File: src/rtl/sysstat_pkg.sv
package sysstat_pkg;

   localparam int SW_W      = 32;
   localparam int ID_W      = 4;
   localparam int VER_W     = 2;

   localparam int B_MEDIA   = 0;
   localparam int B_EXTPWR  = 1;
   localparam int B_WAKELVL = 2;
   localparam int B_WAKEFLG = 3;
   localparam int B_ID_LO   = 4;
   localparam int B_CTS     = 8;
   localparam int B_DSR     = 9;
   localparam int B_DCD     = 10;
   localparam int B_TXBUSY  = 11;
   localparam int B_NEWBAT  = 12;
   localparam int B_BTNRST  = 13;
   localparam int B_VER_LO  = 30;

   // bundle of asynchronous pins that share one synchroniser
   typedef struct packed {
      logic [ID_W-1:0] panel;
      logic            btn_n;
      logic            newbat;
      logic            dcd;
      logic            dsr;
      logic            cts;
      logic            wake;
      logic            extpwr_n;
      logic            media;
   } pins_t;

   localparam int PINS_W = $bits(pins_t);

endpackage

File: src/rtl/ss_sync.sv
module ss_sync #(
   parameter int W      = 1,
   parameter int STAGES = 2
) (
   input  logic         clk,
   input  logic         rst_n,
   input  logic [W-1:0] d,
   output logic [W-1:0] q
);

   logic [STAGES-1:0][W-1:0] stg;

   always_ff @(posedge clk or negedge rst_n) begin
      if (!rst_n) stg <= '0;
      else        stg <= {stg[STAGES-2:0], d};
   end

   assign q = stg[STAGES-1];

endmodule

File: src/rtl/ss_edge_flag.sv
module ss_edge_flag #(
   parameter bit RISING = 1'b1
) (
   input  logic clk,
   input  logic rst_n,
   input  logic lvl,
   input  logic qual,
   input  logic clr,
   output logic flag,
   output logic set_evt
);

   logic prev;
   logic hit;

   always_ff @(posedge clk or negedge rst_n) begin
      if (!rst_n) prev <= 1'b0;
      else        prev <= lvl;
   end

   generate
      if (RISING) begin : g_rise
         assign hit = lvl & ~prev;
      end else begin : g_fall
         assign hit = ~lvl & prev;
      end
   endgenerate

   assign set_evt = hit & qual;

   // a set event outranks a clear strobe in the same cycle
   always_ff @(posedge clk or negedge rst_n) begin
      if (!rst_n)       flag <= 1'b0;
      else if (set_evt) flag <= 1'b1;
      else if (clr)     flag <= 1'b0;
   end

endmodule

File: src/rtl/ss_hold_latch.sv
module ss_hold_latch #(
   parameter int W = 4
) (
   input  logic         clk,
   input  logic         rst_n,
   input  logic         hold,
   input  logic [W-1:0] d,
   output logic [W-1:0] q
);

   always_ff @(posedge clk or negedge rst_n) begin
      if (!rst_n)     q <= '0;
      else if (!hold) q <= d;
   end

endmodule

File: src/rtl/sys_status_word.sv
module sys_status_word
   import sysstat_pkg::*;
#(
   parameter int              ADDR_W      = 8,
   parameter int              SYNC_STAGES = 2,
   parameter int unsigned     ADDR_STATUS = 'h10,
   parameter int unsigned     ADDR_HALT   = 'h20,
   parameter int unsigned     ADDR_STDBY  = 'h24,
   parameter int unsigned     ADDR_FCLR   = 'h28,
   parameter logic [VER_W-1:0] HW_VERSION = 2'b01
) (
   input  logic              clk,
   input  logic              rst_n,
   input  logic              media_chg_i,
   input  logic              extpwr_n_i,
   input  logic              wake_i,
   input  logic              standby_i,
   input  logic              btn_rst_n_i,
   input  logic              newbat_i,
   input  logic [ID_W-1:0]   panel_d_i,
   input  logic              panel_en_i,
   input  logic              cts_i,
   input  logic              dsr_i,
   input  logic              dcd_i,
   input  logic              uart_tx_busy_i,
   input  logic              wr_en_i,
   input  logic [ADDR_W-1:0] wr_addr_i,
   input  logic              rd_sel_i,
   input  logic [ADDR_W-1:0] rd_addr_i,
   output logic [SW_W-1:0]   rd_data_o
);

   localparam logic [ADDR_W-1:0] ADR_STAT  = ADDR_W'(ADDR_STATUS);
   localparam logic [ADDR_W-1:0] ADR_HALT  = ADDR_W'(ADDR_HALT);
   localparam logic [ADDR_W-1:0] ADR_STDBY = ADDR_W'(ADDR_STDBY);
   localparam logic [ADDR_W-1:0] ADR_FCLR  = ADDR_W'(ADDR_FCLR);

   generate
      if (SYNC_STAGES < 2) begin : g_bad_sync
         $error("SYNC_STAGES must be at least 2");
      end
      if (ADDR_W < 2 || ADDR_W > 32) begin : g_bad_aw
         $error("ADDR_W out of range");
      end
      if (ADR_STAT == ADR_HALT || ADR_STAT == ADR_STDBY || ADR_STAT == ADR_FCLR ||
          ADR_HALT == ADR_STDBY || ADR_HALT == ADR_FCLR || ADR_STDBY == ADR_FCLR) begin : g_bad_map
         $error("strobe and status addresses must be distinct");
      end
   endgenerate

   // synchronise all asynchronous pins as one bundle
   pins_t               raw;
   pins_t               syn;
   logic [PINS_W-1:0]   syn_vec;

   always_comb begin
      raw          = '0;
      raw.media    = media_chg_i;
      raw.extpwr_n = extpwr_n_i;
      raw.wake     = wake_i;
      raw.cts      = cts_i;
      raw.dsr      = dsr_i;
      raw.dcd      = dcd_i;
      raw.newbat   = newbat_i;
      raw.btn_n    = btn_rst_n_i;
      raw.panel    = panel_d_i;
   end

   ss_sync #(.W(PINS_W), .STAGES(SYNC_STAGES)) u_sync (
      .clk   (clk),
      .rst_n (rst_n),
      .d     (raw),
      .q     (syn_vec)
   );

   assign syn = pins_t'(syn_vec);

   // clear strobes decoded from bus writes
   logic stb_halt, stb_stdby, stb_fclr;
   assign stb_halt  = wr_en_i && (wr_addr_i == ADR_HALT);
   assign stb_stdby = wr_en_i && (wr_addr_i == ADR_STDBY);
   assign stb_fclr  = wr_en_i && (wr_addr_i == ADR_FCLR);

   logic wake_flag, wake_set;
   logic nb_flag,   nb_set;
   logic btn_flag,  btn_set;

   ss_edge_flag #(.RISING(1'b1)) u_wake (
      .clk     (clk),
      .rst_n   (rst_n),
      .lvl     (syn.wake),
      .qual    (standby_i),
      .clr     (stb_halt | stb_stdby),
      .flag    (wake_flag),
      .set_evt (wake_set)
   );

   ss_edge_flag #(.RISING(1'b1)) u_newbat (
      .clk     (clk),
      .rst_n   (rst_n),
      .lvl     (syn.newbat),
      .qual    (1'b1),
      .clr     (stb_fclr),
      .flag    (nb_flag),
      .set_evt (nb_set)
   );

   ss_edge_flag #(.RISING(1'b0)) u_button (
      .clk     (clk),
      .rst_n   (rst_n),
      .lvl     (syn.btn_n),
      .qual    (1'b1),
      .clr     (stb_fclr),
      .flag    (btn_flag),
      .set_evt (btn_set)
   );

   logic [ID_W-1:0] panel_id;

   ss_hold_latch #(.W(ID_W)) u_panel (
      .clk   (clk),
      .rst_n (rst_n),
      .hold  (panel_en_i),
      .d     (syn.panel),
      .q     (panel_id)
   );

   logic [SW_W-1:0] status_word;

   always_comb begin
      status_word                              = '0;
      status_word[B_MEDIA]                     = ~syn.media;
      status_word[B_EXTPWR]                    = ~syn.extpwr_n;
      status_word[B_WAKELVL]                   = syn.wake;
      status_word[B_WAKEFLG]                   = wake_flag;
      status_word[B_ID_LO +: ID_W]             = panel_id;
      status_word[B_CTS]                       = syn.cts;
      status_word[B_DSR]                       = syn.dsr;
      status_word[B_DCD]                       = syn.dcd;
      status_word[B_TXBUSY]                    = uart_tx_busy_i;
      status_word[B_NEWBAT]                    = nb_flag;
      status_word[B_BTNRST]                    = btn_flag;
      status_word[B_VER_LO +: VER_W]           = HW_VERSION;
   end

   assign rd_data_o = (rd_sel_i && (rd_addr_i == ADR_STAT)) ? status_word : '0;

endmodule

File: config.mk
export PLATFORM = sky130hd
export DESIGN_NAME = sys_status_word
export DESIGN_NICKNAME = d
export VERILOG_FILES = /design/src/rtl/sysstat_pkg.sv /design/src/rtl/ss_sync.sv /design/src/rtl/ss_edge_flag.sv /design/src/rtl/ss_hold_latch.sv /design/src/rtl/sys_status_word.sv
export SDC_FILE = /design/constraint.sdc
export NUM_CORES = 1
export LEC_CHECK = 0
export ABC_AREA = 1
export BUFFER_PORTS_ARGS = -buffer_cell sky130_fd_sc_hd__buf_4
export CAP_MARGIN = 40
export CORE_UTILIZATION = 48
export CTS_CLUSTER_DIAMETER = 50
export CTS_CLUSTER_SIZE = 24
export DETAILED_ROUTE_END_ITERATION = 10
export GPL_ROUTABILITY_DRIVEN = 1
export PLACE_DENSITY_LB_ADDON = 0.05
export SYNTH_ARGS = -nofsm -noshare
export SYNTH_HDL_FRONTEND = slang
export SYNTH_SLANG_ARGS = --single-unit
File: constraint.sdc
create_clock -name clk -period 2.75 [get_ports clk]
set_input_delay 0.825 -clock clk [delete_from_list [all_inputs] [get_ports clk]]
set_output_delay 0.825 -clock clk [all_outputs]
set_load 0.03 [all_outputs]
# Word-level counts from Yosys, hierarchy flattened
# Index checks and enable logic that the tools add are counted.
totals:
  regBits: 34
  inputBits: 35
  out_inout_bits: 32
  elab_cells: 36
classes:
  n_eq_ne: 4
  mux: 6
  n_bitwise: 10
  reduce_logical: 7
ops:
  columns: ["cell", "count"]
  rows:
  - ["$mux 31", 1]
  - ["$eq 8x6->1 const B", 3]
  - ["$eq 8x5->1 const B", 1]
  - ["$reduce_bool 2->1", 3]
  - ["$mux 1", 5]
  - ["$not 1->1", 5]
  - ["$and 1x1->1", 4]
  - ["$logic_and 1x1->1", 4]
  - ["$or 1x1->1", 1]

# Longest topological paths before layout
# Gate-level depths: netlist of the first run.
depth:
  word_depth: 5
  mapped_depth: 6
  mapped_depth_nobuf: 6

# Cells and area by module
# A second synthesis of the first run with hierarchy kept.
hier_totals:
  cells_unflattened: 142
  area_unflattened_um2: 1492.7
modules_own_cells:
  columns: ["mod", "instances", "cells_each", "area_each_um2", "seq_area_each_um2"]
  rows:
  - ["ss_sync", 1, 36, 690.7, 600.6]
  - ["sys_status_word", 1, 65, 416.6, 0.0]
  - ["ss_edge_flag", 3, 8, 78.8, 50.0]
  - ["ss_hold_latch", 1, 17, 148.9, 100.1]

# Least setup slack after synthesis of the first run
# Ideal clock, no wire load.
synth_path:
  path_kind: "in2out"
  startpoint: "input rd_addr_i[6]"
  endpoint: "output rd_data_o[3]"
  t_arrival_ns: 1.828
  t_required_ns: 1.925
  path_slack_ns: 0.097
  cell_stages: 3
  n_path_buf: 0
  path_cell_list: "nor2_1 -> nand3_2 -> nor3b_1"
synth_via:
  elab_chain_len: 3
synth_rtl:
  columns: ["element", "line_no", "source"]
  rows:
  - ["start: declaration", "sys_status_word.sv:29", "input logic [ADDR_W-1:0] rd_addr_i,"]
  - ["$eq 8x5->1", "sys_status_word.sv:146", "assign rd_data_o = (rd_sel_i && (rd_addr_i == ADR_STAT)) ? status_word : '0;"]
  - ["$logic_and 1x1->1", "sys_status_word.sv:146", null]
  - ["$mux 31", "sys_status_word.sv:146", null]
  - ["end: declaration", "sys_status_word.sv:30", "output logic [SW_W-1:0] rd_data_o"]
# No other way between the ends.

# Worst setup path after layout of the first run
layout_path:
  startpoint: "input rd_addr_i[6]"
  endpoint: "output rd_data_o[9]"
# The elaborated chain is that of the path after synthesis.

==> results.toml, run 1 <==
[run_status]
status = "completed"

[setup_path]
crit_path_start_kind = "input port"
critical_path_class = "in2out"
cp.buffers_inverters = 3
cp.arrival_ns = 1.79
max_stage_delay_ns = 0.20
crit_path_end_kind = "output pin"
path_cells = "buf_4 > nor2_1 > nand3_2 > buf_4 > nor3b_2 > buf_4"
critical_path.top_delay_family = "buffers and inverters"
crit_required_ns = 1.93
crit_path_max_fanout = 7
critPathSlowestCell = "buf_4"
startpoint = "rd_addr_i[6]"
crit_path_frequent_cell = "buf_4"
r2r_start = "u_panel.q[1]$_DFFE_PN0N_"

[logic_synthesis]
synthTopCellsByCount = "dfrtp_1 (34), buf_4 (17), nand2_1 (13)"
postSynth.asyncResetShare_pct = 100
ys_ff_latch = 34
avgSynthCellArea_um2 = 13.0
yosysMostFrequentCell = "dfrtp_1"
ys_warn_count = 0
ys.flop_type = "dfrtp_1"
yosysTopAreaCell = "dfrtp_1"
synth.distinct_cells = 17
syn_inst = 103
synth_edf_count = 0
synth_top_area_share_pct = 63.7
synthesis.area_um2 = 1340
synth_area_leaders = "dfrtp_1 (64%), buf_4 (9.6%), nor3b_2 (6.6%)"
synth_seq_area_share_pct = 63.7

[detailed_routing]
vias = 808
route.detailed.drc = 0
dr.pass1.iters = 3
drtIter0Drc = 1
antenna_left = 0
via_per_inst = 4.28
drt-total-wl_um = 1900
avgRoutedWirePerCell_um = 10.0

[power]
p_leak_nw = 0.866
power.density_nw_per_um2 = 519
peakVddDrop_v = 0.000430
total_power_mw = 0.900

[timing]
final-hold-violation-count = 0
period_share_pct = 95.2
max_freq_ghz = 0.382
rsz0062_at_grt = "false"
period_needed_ns = 2.62
fin_ws_ns = 0.133
setup_viol = 0
slew_violations = 0
holdWs_ns = 0.343
fin_tns_setup_ns = 0
fin_skew_ns = 0.00843

[run]
max_cap_viol_count = 0

[place]
portBuffers = 49
dp_slack_ns = 0.132
dp_hpwl_um = 1470
place_area_um2 = 1670
gp_congestion = 0.632

[die]
die_h_um = 54.8
initial_core_util_pct = 52.5
num_rows = 18
dieArea_um2 = 3000
io_pins = 67
coreArea_um2 = 2540
die_w_um = 54.8

[worst_hold_path]
min_path_type = "reg2reg"
worstHoldStart = "u_sync.stg[4]$_DFF_PN0_"

[global_route]
grt_max_degree = 35
grt.overflow.total = 0
grt_pass1_wl_um = 2690
grt_pass1_vias = 693
grt_usage_pct = 13.6
antenna_found_initial = 0

[cts]
cts_htree_levels = 2
clk_path_buf_depth = 2
post-cts-setup-buffers = 0
insertion_delay_ns = 0.31
clockRootBuffer = "clkbuf_4"
numCtsBuffers = 5
cts_sinks = 34
cts_tree = "yes"
cts_resized = 0
cts.clk_slew.worst_paths_ns = 0.10
postCtsHoldBufs = 0

[layout]
final_area_um2 = 1730
area_delta_synth_final_pct = 29.7
diodes = 0
num-nets-final = 193
drive_above_1_share_pct = 47.2
## layout by cell type, fill, tap and decap left out, drive strengths merged
cell / instances
conb: 17
or2: 1
nor3: 2
clkinv: 1
nor2: 8
clkbuf: 7
nand3b: 2
nand3: 1
nand2: 13
nor3b: 12
inv: 6
mux2: 4
dfrtp: 34
buf: 51
## through the flow
stage / cells / utilization (%)
6_report: 189 / 68.1
5_1_grt: 189 / 68.1
4_1_cts: 189 / 68.1
3_5_place_dp: 181 / 65.7
3_3_place_gp: 181 / 65.7
2_1_floorplan: 119 / -
## per-layer routing
layer,vias up,global-route usage (%),routed length (µm)
met4,0,7.69,12
met2,53,23.3,945
met1,356,14.0,720
met5,-,0,0
met3,2,5.28,219
li1,397,-,-
## path summary, 6_finish.rpt
path / to / slack [ns] / cells past startpoint
max: rd_data_o[9] / 0.13 / 6
min: u_sync.q[4]$_DFF_PN0_ / 0.34 / 0
max reg2reg: u_panel.q[1]$_DFFE_PN0N_ / 1.98 / 1
min reg2reg: u_sync.q[4]$_DFF_PN0_ / 0.34 / 0
max in group asynchronous: u_sync.q[1]$_DFF_PN0_ / 2.03 / 1
min in group asynchronous: u_sync.q[3]$_DFF_PN0_ / 0.43 / 1
## area by class of cell
type | instances | area [µm²]
clock buffers | 7 | 55.1
clock inverters | 1 | 5.00
fillers | 205 | 812
inverters | 6 | 22.5
multi-input cells | 60 | 379
flip-flops and latches | 34 | 851
well taps | 30 | 37.5
repair buffers | 51 | 383
## logic make-up after synthesis
group / Yosys count / synth area share [%]
muxes: 4 / 3.37
other: 1 / 0.281
DFF: 34 / 63.7
and+or+nand+nor: 39 / 20.2
buffers and inverters: 25 / 12.5
## where the power goes
part | internal (mW) | leakage [nW] | switching (mW)
sequential | 0.526 | 0.388 | 0.00835
clock | 0.124 | 0.0353 | 0.140
combinational | 0.0442 | 0.443 | 0.0572
total | 0.694 | 0.866 | 0.206
## sequential cells by signal, indices dropped and copies added, names as in the netlist
signal	cells
u_sync.q	12
u_sync.stg	12
u_panel.q	4
u_button.flag	1
u_button.prev	1
u_newbat.flag	1
u_newbat.prev	1
u_wake.flag	1
u_wake.prev	1
Power figures use the tool's default switching activity.
==> run 2, diff against run 1 <==
--- a/config.mk
+++ b/config.mk
@@ -8,6 +8,7 @@
 export ABC_AREA = 1
 export BUFFER_PORTS_ARGS = -buffer_cell sky130_fd_sc_hd__buf_4
 export CAP_MARGIN = 40
+export CORE_ASPECT_RATIO = 0.9
 export CORE_UTILIZATION = 48
 export CTS_CLUSTER_DIAMETER = 50
 export CTS_CLUSTER_SIZE = 24
==> constraint.sdc (replaced) <==
create_clock -name clk -period 2.75 [get_ports clk]
set_input_delay 0.1375 -clock clk [delete_from_list [all_inputs] [get_ports clk]]
set_output_delay 0.1375 -clock clk [all_outputs]
set_load 0.03 [all_outputs]
==> results.toml, run 2 (synthesis gave the netlist of run 1 again) <==
[detailed_routing]
route.detailed.drc = 9
antenna_left = 0
via_per_inst = 4.41
vias = 874
drt-total-wl_um = 2150
dr.pass1.iters = 7
drtIter0Drc = 25
avgRoutedWirePerCell_um = 10.8

[timing]
rsz0062_at_grt = "false"
slew_violations = 0
period_share_pct = 50.8
setup_viol = 0
fin_tns_setup_ns = 0
period_needed_ns = 1.40
max_freq_ghz = 0.716
fin_skew_ns = 0.00368
final-hold-violation-count = 0

[global_route]
grt.overflow.total = 0
grt_pass1_vias = 788
grt_pass1_wl_um = 3340
antenna_found_initial = 0
grt_usage_pct = 16.8
grt_max_degree = 35

[place]
portBuffers = 49
gp_congestion = 0.684
dp_hpwl_um = 1420
place_area_um2 = 1660

[layout]
area_delta_synth_final_pct = 38.1
num-nets-final = 204
largestRegisters = "u_sync.q (12), u_sync.stg (12), u_panel.q (4)"
final_common_cell = "buf_4"
final_area_um2 = 1850
diodes = 0
drive_above_1_share_pct = 42.9
final_cell_mix = "buf_4 (49), dfrtp_1 (34), conb_1 (17)"
final_util_pct = 72.3

[die]
num_rows = 17
dieArea_um2 = 3000
coreArea_um2 = 2550
io_pins = 67
initial_core_util_pct = 52.4
die_w_um = 57.6
die_h_um = 52.1

[cts]
post-cts-setup-buffers = 0
numCtsBuffers = 5
clockRootBuffer = "clkbuf_4"
cts.clk_slew.worst_paths_ns = 0.09
cts_htree_levels = 2
cts_tree = "yes"
clk_path_buf_depth = 2
insertion_delay_ns = 0.33
cts_resized = 0
cts_sinks = 34

[run_status]
status = "finished with violations"
violations = "design-rule violations"

[setup_path]
critical_path.top_delay_family = "simple AND/OR/NAND/NOR gates"
cp.arrival_ns = 1.26
critical_path_class = "in2out"
worst_r2r_path_depth = 1
crit_path_end_kind = "output pin"
crit_path_start_kind = "input port"
crit_path_max_fanout = 15
critical_path_depth = 5
cp.buffers_inverters = 2
critPathSlowestCell = "nand3_2"
path_cells = "buf_4 > nor2_1 > nand3_2 > nor3b_1 > buf_4"
crit_required_ns = 2.61
max_stage_delay_ns = 0.34
crit_path_frequent_cell = "buf_4"

[power]
power.density_nw_per_um2 = 501
p_leak_nw = 0.912
peakVddDrop_v = 0.000457

[worst_hold_path]
hold_path_depth = 3
min_path_type = "in2reg"

[run]
max_cap_viol_count = 0
==> run 2: cell count changes in the layout (fill, tap and decap cells not counted) <==
cell and change:
buf_4 -2, dlygate4sd3_1 +13
==> run 2: routing by layer <==
layer	vias up	share of wire, %	wire [µm]	GRT usage [%]
met2	59	49	1060	25.6
met1	392	37	787	18.0
met4	0	1.2	25	11.0
met5	-	0	0	0
li1	421	-	-	-
met3	2	13	274	9.20
==> run 2: stage by stage <==
stage	power, mW	setup slack (ns)	hold WS (ns)	std cells
after floorplan	0.614	1.47	-0.158	119
after global placement	0.643	1.39	0.0920	177
after detailed placement	0.647	1.32	0.0983	177
after CTS	0.941	1.33	0.0349	198
after global routing	0.981	1.24	0.0437	198
final	0.925	1.35	0.0517	198
==> run 2: what timing repair did <==
item | in CTS | in global routing
endpoints found under the setup margin | 0 | 0
hold buffers | 13 | 0
hold endpoints to repair | 46 | 0
==> run 2: final timing paths <==
path / startpoint / endpoint / slack, ns
setup reg to reg: u_panel.q[2]$_DFFE_PN0N_ / u_panel.q[2]$_DFFE_PN0N_ / 1.99
hold reg to reg: u_sync.stg[4]$_DFF_PN0_ / u_sync.q[4]$_DFF_PN0_ / 0.35
hold / removal: standby_i / u_wake.flag$_DFFE_PN0P_ / 0.05
min in group asynchronous: rst_n / u_sync.stg[8]$_DFF_PN0_ / 0.28
max in group asynchronous: rst_n / u_panel.q[0]$_DFFE_PN0N_ / 2.18
setup / recovery: rd_addr_i[2] / rd_data_o[6] / 1.35
==> run 2: worst min-delay path: stages <==
cell and delay (ns):
buf_4 0.08, nand3b_1 0.07, nand2_1 0.07
==> run 2: report_power, final <==
part,switching (mW),total (mW),internal (mW)
Combinational,0.0604,0.116,0.0558
Sequential,0.00861,0.535,0.526
Clock,0.151,0.275,0.124
Total,0.220,0.925,0.705
==> run 2: final cells by class <==
class | count | area [µm²]
Sequential cell | 34 | 851
Inverter | 6 | 22.5
Multi-Input combinational cell | 60 | 379
Timing Repair Buffer | 62 | 498
Clock inverter | 1 | 5.00
Clock buffer | 7 | 55.1
Tap cell | 28 | 35.0
Fill cell | 176 | 707
